--- src/rtl/flm_pkg.sv ---
package flm_pkg;
  localparam int FLIT_W   = 80;
  localparam int LANES    = 20;
  localparam int QUADS    = 4;
  localparam int QW       = LANES / QUADS;
  localparam int MAX_XFER = FLIT_W / QW;
  localparam int CNT_W    = $clog2(MAX_XFER);

  typedef enum logic [1:0] {
    WM_IDLE    = 2'd0,
    WM_QUARTER = 2'd1,
    WM_HALF    = 2'd2,
    WM_FULL    = 2'd3
  } wmode_e;

  // index of the final transfer of a flit for a given width
  function automatic logic [CNT_W-1:0] xfer_last(input wmode_e m);
    case (m)
      WM_FULL: return CNT_W'(FLIT_W / LANES - 1);
      WM_HALF: return CNT_W'(FLIT_W / (2 * QW) - 1);
      default: return CNT_W'(FLIT_W / QW - 1);
    endcase
  endfunction

  function automatic logic [LANES-1:0] flip_lanes(input logic [LANES-1:0] w);
    logic [LANES-1:0] r;
    for (int i = 0; i < LANES; i++) r[i] = w[LANES-1-i];
    return r;
  endfunction

  // slice k of a flit, right-aligned
  function automatic logic [LANES-1:0] get_slice(input logic [FLIT_W-1:0] f,
                                                 input wmode_e m,
                                                 input logic [CNT_W-1:0] k);
    logic [LANES-1:0] s;
    s = '0;
    case (m)
      WM_FULL:    s = f[k[1:0]*LANES +: LANES];
      WM_HALF:    s[2*QW-1:0] = f[k[2:0]*(2*QW) +: 2*QW];
      WM_QUARTER: s[QW-1:0] = f[k*QW +: QW];
      default:    s = '0;
    endcase
    return s;
  endfunction

  // write slice k into a flit image
  function automatic logic [FLIT_W-1:0] put_slice(input logic [FLIT_W-1:0] f,
                                                  input logic [LANES-1:0] s,
                                                  input wmode_e m,
                                                  input logic [CNT_W-1:0] k);
    logic [FLIT_W-1:0] r;
    r = f;
    case (m)
      WM_FULL:    r[k[1:0]*LANES +: LANES] = s;
      WM_HALF:    r[k[2:0]*(2*QW) +: 2*QW] = s[2*QW-1:0];
      WM_QUARTER: r[k*QW +: QW] = s[QW-1:0];
      default:    r = f;
    endcase
    return r;
  endfunction

  // place a right-aligned slice onto the active lane group
  function automatic logic [LANES-1:0] place_slice(input logic [LANES-1:0] s,
                                                   input wmode_e m,
                                                   input logic [1:0] q);
    logic [LANES-1:0] w;
    w = '0;
    case (m)
      WM_FULL: w = s;
      WM_HALF: begin
        if (q[1]) w[LANES-1:2*QW] = s[2*QW-1:0];
        else      w[2*QW-1:0]     = s[2*QW-1:0];
      end
      WM_QUARTER: w[q*QW +: QW] = s[QW-1:0];
      default: w = '0;
    endcase
    return w;
  endfunction

  // pull the active lane group out of a lane word, right-aligned
  function automatic logic [LANES-1:0] take_slice(input logic [LANES-1:0] w,
                                                  input wmode_e m,
                                                  input logic [1:0] q);
    logic [LANES-1:0] s;
    s = '0;
    case (m)
      WM_FULL: s = w;
      WM_HALF: s[2*QW-1:0] = q[1] ? w[LANES-1:2*QW] : w[2*QW-1:0];
      WM_QUARTER: s[QW-1:0] = w[q*QW +: QW];
      default: s = '0;
    endcase
    return s;
  endfunction
endpackage

--- src/rtl/flm_width_sel.sv ---
module flm_width_sel
  import flm_pkg::*;
(
  input  logic [QUADS-1:0] quad_ok,
  output wmode_e           mode,
  output logic [1:0]       base
);
  always_comb begin
    mode = WM_IDLE;
    base = 2'd0;
    if (&quad_ok) begin
      mode = WM_FULL;
    end else if (quad_ok[0] && quad_ok[1]) begin
      mode = WM_HALF;
    end else if (quad_ok[2] && quad_ok[3]) begin
      mode = WM_HALF;
      base = 2'd2;
    end else if (|quad_ok) begin
      mode = WM_QUARTER;
      // lowest healthy quadrant wins
      for (int i = QUADS - 1; i >= 0; i--) begin
        if (quad_ok[i]) base = 2'(i);
      end
    end
  end
endmodule

--- src/rtl/flm_tx_serdes.sv ---
module flm_tx_serdes
  import flm_pkg::*;
(
  input  logic              clk,
  input  logic              rst,
  input  wmode_e            sel_mode,
  input  logic [1:0]        sel_base,
  input  logic [FLIT_W-1:0] tx_flit,
  input  logic              tx_valid,
  output logic              tx_ready,
  output logic [LANES-1:0]  tx_lanes,
  output logic              tx_start,
  output logic              tx_lane_vld,
  output wmode_e            act_mode,
  output logic [1:0]        act_base
);
  logic              busy;
  logic [CNT_W-1:0]  cnt;
  logic [FLIT_W-1:0] flit_q;
  logic              take;

  assign tx_ready = !busy && (sel_mode != WM_IDLE);
  assign take     = tx_valid && tx_ready;

  always_ff @(posedge clk) begin
    if (rst) begin
      busy        <= 1'b0;
      cnt         <= '0;
      flit_q      <= '0;
      act_mode    <= WM_IDLE;
      act_base    <= 2'd0;
      tx_lanes    <= '0;
      tx_start    <= 1'b0;
      tx_lane_vld <= 1'b0;
    end else begin
      tx_lanes    <= '0;
      tx_start    <= 1'b0;
      tx_lane_vld <= 1'b0;
      // width only moves between flits
      if (!busy) begin
        act_mode <= sel_mode;
        act_base <= sel_base;
      end
      if (take) begin
        flit_q      <= tx_flit;
        tx_lanes    <= place_slice(get_slice(tx_flit, sel_mode, '0), sel_mode, sel_base);
        tx_start    <= 1'b1;
        tx_lane_vld <= 1'b1;
        cnt         <= CNT_W'(1);
        busy        <= 1'b1;
      end else if (busy) begin
        tx_lanes    <= place_slice(get_slice(flit_q, act_mode, cnt), act_mode, act_base);
        tx_lane_vld <= 1'b1;
        cnt         <= cnt + CNT_W'(1);
        if (cnt == xfer_last(act_mode)) busy <= 1'b0;
      end
    end
  end

  assert_start_after_take_R2: assert property (@(posedge clk) disable iff (rst)
    take |=> (tx_start && tx_lane_vld));
  assert_burst_continues_R1: assert property (@(posedge clk) disable iff (rst)
    tx_start |=> tx_lane_vld);
  assert_width_held_R4: assert property (@(posedge clk) disable iff (rst)
    busy |=> (act_mode == $past(act_mode)));
  assert_idle_quiet_R3: assert property (@(posedge clk) disable iff (rst)
    (sel_mode == WM_IDLE && !busy) |=> !tx_lane_vld);
endmodule

--- src/rtl/flm_rx_train.sv ---
module flm_rx_train
  import flm_pkg::*;
#(
  parameter logic [LANES-1:0] TRAIN_PAT  = 20'h3A5C1,
  parameter int               TRAIN_REPS = 4
) (
  input  logic             clk,
  input  logic             rst,
  input  logic             rx_train,
  input  logic             rx_valid,
  input  logic             rx_start,
  input  logic [LANES-1:0] rx_lanes,
  output logic [LANES-1:0] pol_q,
  output logic             rev_q
);
  localparam int SW = $clog2(TRAIN_REPS + 1);

  logic             phase;
  logic [LANES-1:0] cand_pol, last_pol;
  logic             last_rev;
  logic [SW-1:0]    streak;
  logic [LANES-1:0] fixed_w;
  logic             hit_dir, hit_rev, hit, agree;

  assign fixed_w = rx_lanes ^ cand_pol;
  assign hit_dir = (fixed_w == TRAIN_PAT);
  assign hit_rev = (flip_lanes(fixed_w) == TRAIN_PAT);
  assign hit     = hit_dir || hit_rev;
  assign agree   = (streak == '0) || ((last_pol == cand_pol) && (last_rev == hit_rev));

  always_ff @(posedge clk) begin
    if (rst) begin
      phase    <= 1'b0;
      cand_pol <= '0;
      last_pol <= '0;
      last_rev <= 1'b0;
      streak   <= '0;
      pol_q    <= '0;
      rev_q    <= 1'b0;
    end else if (!rx_train) begin
      phase  <= 1'b0;
      streak <= '0;
    end else if (rx_valid) begin
      if (rx_start) begin
        cand_pol <= rx_lanes;  // reference word is all zeros on the wire
        phase    <= 1'b1;
      end else if (phase) begin
        phase <= 1'b0;
        if (hit) begin
          last_pol <= cand_pol;
          last_rev <= hit_rev;
          if (agree && streak == SW'(TRAIN_REPS - 1)) begin
            pol_q  <= cand_pol;
            rev_q  <= hit_rev;
            streak <= '0;
          end else begin
            streak <= agree ? streak + SW'(1) : SW'(1);
          end
        end else begin
          streak <= '0;
        end
      end
    end
  end

  assert_cfg_hold_R9: assert property (@(posedge clk) disable iff (rst)
    !rx_train |=> ($stable(pol_q) && $stable(rev_q)));
  assert_commit_in_training_R7: assert property (@(posedge clk) disable iff (rst)
    (pol_q != $past(pol_q) || rev_q != $past(rev_q)) |-> $past(rx_train && rx_valid && !rx_start));
endmodule

--- src/rtl/flm_rx_asm.sv ---
module flm_rx_asm
  import flm_pkg::*;
(
  input  logic              clk,
  input  logic              rst,
  input  wmode_e            mode,
  input  logic [1:0]        base,
  input  logic              dvalid,
  input  logic              rx_start,
  input  logic [LANES-1:0]  word,
  output logic [FLIT_W-1:0] rx_flit,
  output logic              rx_flit_vld
);
  wmode_e            mode_prev;
  logic              inflight;
  logic [CNT_W-1:0]  k;
  logic [FLIT_W-1:0] asm_q, asm_next;
  logic [CNT_W-1:0]  idx;
  logic              accept;

  assign idx      = rx_start ? '0 : k;
  assign accept   = dvalid && (mode != WM_IDLE) &&
                    (rx_start || (inflight && mode == mode_prev));
  assign asm_next = put_slice(rx_start ? '0 : asm_q, take_slice(word, mode, base), mode, idx);

  always_ff @(posedge clk) begin
    if (rst) begin
      mode_prev   <= WM_IDLE;
      inflight    <= 1'b0;
      k           <= '0;
      asm_q       <= '0;
      rx_flit     <= '0;
      rx_flit_vld <= 1'b0;
    end else begin
      rx_flit_vld <= 1'b0;
      mode_prev   <= mode;
      if (accept) begin
        asm_q <= asm_next;
        if (idx == xfer_last(mode)) begin
          rx_flit     <= asm_next;
          rx_flit_vld <= 1'b1;
          inflight    <= 1'b0;
          k           <= '0;
        end else begin
          inflight <= 1'b1;
          k        <= idx + CNT_W'(1);
        end
      end else if (mode != mode_prev) begin
        inflight <= 1'b0;  // width moved: drop partial flit
        k        <= '0;
      end
    end
  end

  assert_vld_pulse_R5: assert property (@(posedge clk) disable iff (rst)
    rx_flit_vld |=> !rx_flit_vld);
  assert_discard_on_change_R6: assert property (@(posedge clk) disable iff (rst)
    ((mode != mode_prev) && !(dvalid && rx_start)) |=> !inflight);
endmodule

--- src/rtl/flit_lane_mapper.sv ---
module flit_lane_mapper
  import flm_pkg::*;
#(
  parameter logic [19:0] TRAIN_PAT  = 20'h3A5C1,
  parameter int          TRAIN_REPS = 4
) (
  input  logic        clk,
  input  logic        rst,
  input  logic [3:0]  quad_ok,
  input  logic [79:0] tx_flit,
  input  logic        tx_valid,
  output logic        tx_ready,
  output logic [19:0] tx_lanes,
  output logic        tx_start,
  output logic        tx_lane_vld,
  input  logic [19:0] rx_lanes,
  input  logic        rx_valid,
  input  logic        rx_start,
  input  logic        rx_train,
  output logic [79:0] rx_flit,
  output logic        rx_flit_vld
);
  wmode_e           sel_mode, act_mode, mode_d;
  logic [1:0]       sel_base, act_base, base_d;
  logic [LANES-1:0] pol_q, rx_unpol, rx_logical;
  logic             rev_q;

  flm_width_sel u_sel (
    .quad_ok (quad_ok),
    .mode    (sel_mode),
    .base    (sel_base)
  );

  flm_tx_serdes u_tx (
    .clk         (clk),
    .rst         (rst),
    .sel_mode    (sel_mode),
    .sel_base    (sel_base),
    .tx_flit     (tx_flit),
    .tx_valid    (tx_valid),
    .tx_ready    (tx_ready),
    .tx_lanes    (tx_lanes),
    .tx_start    (tx_start),
    .tx_lane_vld (tx_lane_vld),
    .act_mode    (act_mode),
    .act_base    (act_base)
  );

  flm_rx_train #(
    .TRAIN_PAT  (TRAIN_PAT),
    .TRAIN_REPS (TRAIN_REPS)
  ) u_train (
    .clk      (clk),
    .rst      (rst),
    .rx_train (rx_train),
    .rx_valid (rx_valid),
    .rx_start (rx_start),
    .rx_lanes (rx_lanes),
    .pol_q    (pol_q),
    .rev_q    (rev_q)
  );

  // receive side follows the agreed width one cycle behind the send side,
  // matching the send-side output register
  always_ff @(posedge clk) begin
    if (rst) begin
      mode_d <= WM_IDLE;
      base_d <= 2'd0;
    end else begin
      mode_d <= act_mode;
      base_d <= act_base;
    end
  end

  assign rx_unpol   = rx_lanes ^ pol_q;
  assign rx_logical = rev_q ? flip_lanes(rx_unpol) : rx_unpol;

  flm_rx_asm u_asm (
    .clk         (clk),
    .rst         (rst),
    .mode        (mode_d),
    .base        (base_d),
    .dvalid      (rx_valid && !rx_train),
    .rx_start    (rx_start),
    .word        (rx_logical),
    .rx_flit     (rx_flit),
    .rx_flit_vld (rx_flit_vld)
  );
endmodule

--- config.mk ---
export PLATFORM = sky130hd
export DESIGN_NAME = flit_lane_mapper
export DESIGN_NICKNAME = d
export VERILOG_FILES = /design/src/rtl/flm_pkg.sv /design/src/rtl/flm_width_sel.sv /design/src/rtl/flm_tx_serdes.sv /design/src/rtl/flm_rx_train.sv /design/src/rtl/flm_rx_asm.sv /design/src/rtl/flit_lane_mapper.sv
export SDC_FILE = /design/constraint.sdc
export NUM_CORES = 1
export LEC_CHECK = 0
export ABC_AREA = 1
export BUFFER_PORTS_ARGS = -buffer_cell sky130_fd_sc_hd__buf_2
export CAP_MARGIN = 10
export CORE_ASPECT_RATIO = 1.2
export CORE_MARGIN = 2
export CORE_UTILIZATION = 35
export CTS_BUF_LIST = sky130_fd_sc_hd__clkbuf_2 sky130_fd_sc_hd__clkbuf_4 sky130_fd_sc_hd__clkbuf_8
export DETAILED_ROUTE_END_ITERATION = 12
export PLACE_DENSITY = 0.55
export SYNTH_ARGS = -nofsm -noshare
export SYNTH_HDL_FRONTEND = slang
export SYNTH_SLANG_ARGS = --single-unit
--- constraint.sdc ---
create_clock -name clk -period 5 [get_ports clk]
set_input_delay 0.75 -clock clk [delete_from_list [all_inputs] [get_ports clk]]
set_output_delay 0.75 -clock clk [all_outputs]
set_load 0.05 [all_outputs]
==> results by stage <==
Pwr:
- The static leakage is 12.6 nW.
- The total power divided by cell area is 256 nW/µm².
- The worst ir drop on vdd is 178 µV.

Timing:
- Setup repair after global routing left no endpoint under its margin.
- The max-slew violation count was 0.
- The final hold violation count is 0.
- The worst path needs 4.44 ns of the cycle, external delays included.
- The final number of setup-violating endpoints is 0.
- The remaining max-slew budget at the tightest pin is 26.4%.
- The share of the clock period used by the worst path is 88.9%.
- Based on the critical path, the design can be clocked at up to 225 MHz.
- The pin slew with the least headroom to its limit is 1.09 ns.
- Clock skew on the completed layout was measured at 0.0434 ns.
- The summed negative setup slack over all endpoints is 0 ns.

Final layout:
- Measured on the finished design, the core utilization comes to 40.6%.
- The library cell used most frequently in the layout, excluding fill and tap cells, is nand2_1.
- The post-layout net count is 4470.
- The filler cells instantiated in the layout total 7896.
- The top cell types in the final layout, fill and taps aside, are nand2_1 (1319), nand3_1 (423), a21oi_1 (393).
- Relative to the synthesized area, the layout overhead comes to 15.0%.
- In the final layout, the share of cells above drive strength 1 is 12.1%.
- After the flow finishes, the layout carries non-filler instances totaling 5301.

CTS:
- The CTS sink count is 349.
- The TritonCTS clock tree is built.
- After clock tree synthesis, the clock-pin slew on the worst setup and hold paths is 0.07 ns.
- The number of hold-repair buffers added at the cts stage is 0.
- In this run, post-CTS repair resized a total of 0 instances.
- The post-CTS setup buffer count is 0.
- The maximum clock path buffer count is 3.
- Clock tree synthesis selected as its root buffer the cell clkbuf_8.
- The H-tree depth is 3.
- For the worst-skew pair, the clock arrives at the later sink with an insertion delay of 0.70 ns.
- The total clock buffers created by CTS is 66.

Critical path:
- The type of element launching the critical path is a flop.
- STA puts the critical path data required time at 5.61 ns.
- Along the worst path, the maximum fanout reaches 12.
- The endpoint arrival time on the critical path is 5.05 ns.
- The type of destination of the critical path is a flop.
- The worst setup path category is reg -> reg.

Logic synthesis:
- The fraction of the mapped netlist area in compound gates is 21.2%.
- When the netlist entered floorplanning its net count stood at 4319.
- The area share of and/or/nand/nor cells after synthesis is 37.9%.
- The sequential fraction of the synthesis area is 28.5%.
- The fraction of the mapped netlist area in adder cells is 1.22%.
- In this run, synthesis produced a sequential element count of 349.
- The dominant synthesized flop cell is dfxtp_1.
- The xor-xnor portion of the synthesized cell area is 1.17%.
- The average instance area after synthesis is 5.86 µm².
- The portion of synthesized area spent on multiplexers is 0%.
- After synthesis the cells add up to 24500 µm².
- After synthesis, the share of flip-flops with an asynchronous set or reset is 0%.
- In this run, synthesis inferred 0 flip-flops with an integrated enable.
- The number of library cell types mapped by synthesis is 64.
- For this run, the number of Yosys warnings is 0.
- Synthesis produced 4185 cells.
- The main combinational cell family by area after synthesis is simple AND/OR/NAND/NOR gates.

Route:
- After detailed routing, the number of vias per cell comes to 5.61.
- The average wire per standard cell is 23.4 µm.
- The total number of vias is 29743.
- The wire length reported by the detailed router is 124000 µm.
- The count of nets left with antenna violations after detail routing is 0.
- The number of remaining DRC errors is 0.
- The initial detailed-routing violation count is 3055.
- The pre-antenna-repair detailed-routing pass consisted of 8 iterations.

Die:
- The count of standard-cell rows is 106.
- The area of the placeable core is 69500 µm².
- In this run the count of I/O pins placed on the die edge is 214.
- The area of the die is 72200 µm².
- The effective utilization at floorplan is 35.3%.
- The die is 246 µm wide.
- From bottom edge to top edge, the die measures 294 µm.

Outcome:
- The flow ran to the end, and the final reports show no timing, DRC or antenna violations.

Run:
- Max-cap violations in this run came to 0.

GRT:
- The largest net degree at the start of global routing is 75.
- The first global-routing pass estimated 181000 µm of wire.
- The initial antenna violation count is 4.
- The total routing usage reported by global routing is 33.4%.
- The number of global-route vias before repair is 27769.
- The sum of overflow across all layers after global routing is 0.

Place:
- After legalization and detailed placement, the total HPWL measured 92000 µm.
- The global placer's final weighted congestion is 1.10.
- The number of placed instances with taps included is 5186.
- The number of I/O port buffers is 213.

Worst hold path:
- The class of the most critical hold timing path is in -> reg.
-- area by class of cell --
class / instances / area, µm² / area share [%]
diodes: 2 / 5.00 / 0.0178
clock buffers: 90 / 1190 / 4.22
clock inverters: 23 / 270 / 0.959
inverters: 377 / 1420 / 5.04
multi-input cells: 3204 / 15100 / 53.6
flip-flops and latches: 349 / 6990 / 24.8
well taps: 918 / 1150 / 4.07
repair buffers: 338 / 2050 / 7.29
-- critical path: stages (launching register included) --
cell     delay, ns
dfxtp_1       0.33
nand2_4       0.16
inv_1         0.08
ha_1          0.20
ha_1          0.19
ha_1          0.36
nor3_1        0.08
ha_1          0.22
inv_1         0.11
nand3_1       0.13
nand2_2       0.18
nand2_1       0.09
o21ai_1       0.10
buf_4         0.17
nand2_1       0.05
nor2_1        0.68
nand4_1       0.69
nand4_1       0.39
nor2_1        0.06
nor2_1        0.10
-- cell families (layout without fill, tap and decap cells) --
| family | Yosys count | after routing |
|---|---|---|
| flops | 349 | 349 |
| buf+inv | 632 | 828 |
| compound gates | 959 | 959 |
| fa+ha+maj | 24 | 24 |
| xor+xnor | 32 | 32 |
| other cells | 0 | 2 |
| simple gates | 2189 | 2189 |
-- sequential cells by signal, summed over array words and instances (netlist names), 20 cells and up --
| name | count |
|---|---|
| u_asm.asm_q | 80 |
| u_asm.rx_flit | 80 |
| u_train.cand_pol | 20 |
| u_train.last_pol | 20 |
| u_train.pol_q | 20 |
| u_tx.flit_q | 80 |
| u_tx.tx_lanes | 20 |
-- per-stage QoR --
step	cell area (µm²)	worst slack [ns]	hold slack, ns	total power, mW
2_1_floorplan	24500	0.970	0.436	3.66
3_3_place_gp	26700	0.602	0.433	4.07
3_5_place_dp	26700	0.589	0.436	4.07
4_1_cts	28200	1.17	0.189	7.26
5_1_grt	28200	0.459	0.237	7.49
6_report	28200	0.557	0.227	7.20
-- routing by layer --
layer / routed length, µm / global-route usage (%) / share of wire (%)
met5: 21 / 0 / 0.017
met4: 9950 / 24.1 / 8.0
met3: 9140 / 6.07 / 7.4
met2: 56300 / 54.0 / 45
met1: 48400 / 39.8 / 39
-- Yosys cell counts (22+ instances only) --
cell / count / area [µm²]
nand4_1: 86 / 538
ha_1: 24 / 300
a211oi_1: 22 / 165
dfxtp_1: 349 / 6990
o211ai_1: 34 / 255
nand2_1: 1319 / 4950
nand3_1: 423 / 2120
buf_2: 33 / 165
o21ai_0: 388 / 1940
a21oi_1: 393 / 1970
nor2_1: 279 / 1050
inv_1: 350 / 1310
o21ai_1: 35 / 175
buf_1: 39 / 146
xnor2_1: 22 / 193
clkbuf_1: 175 / 657
-- report_power, final --
part	total, mW	switching (mW)	internal, mW
registers	2.95	0.0767	2.87
logic	1.10	0.795	0.302
clock network	3.16	1.39	1.77
-- worst paths after layout --
kind              slack [ns]               from  cells after the start           endpoint
setup / recovery        0.56         u_asm.k[0]                     19    u_asm.asm_q[27]
hold / removal          0.23        tx_flit[38]                      3    u_tx.flit_q[38]
hold reg to reg         0.45  u_asm.rx_flit[37]                      2  u_asm.rx_flit[37]
setup reg to reg        0.56         u_asm.k[0]                     19    u_asm.asm_q[27]
No activity file was read; power rests on OpenSTA's default activity.
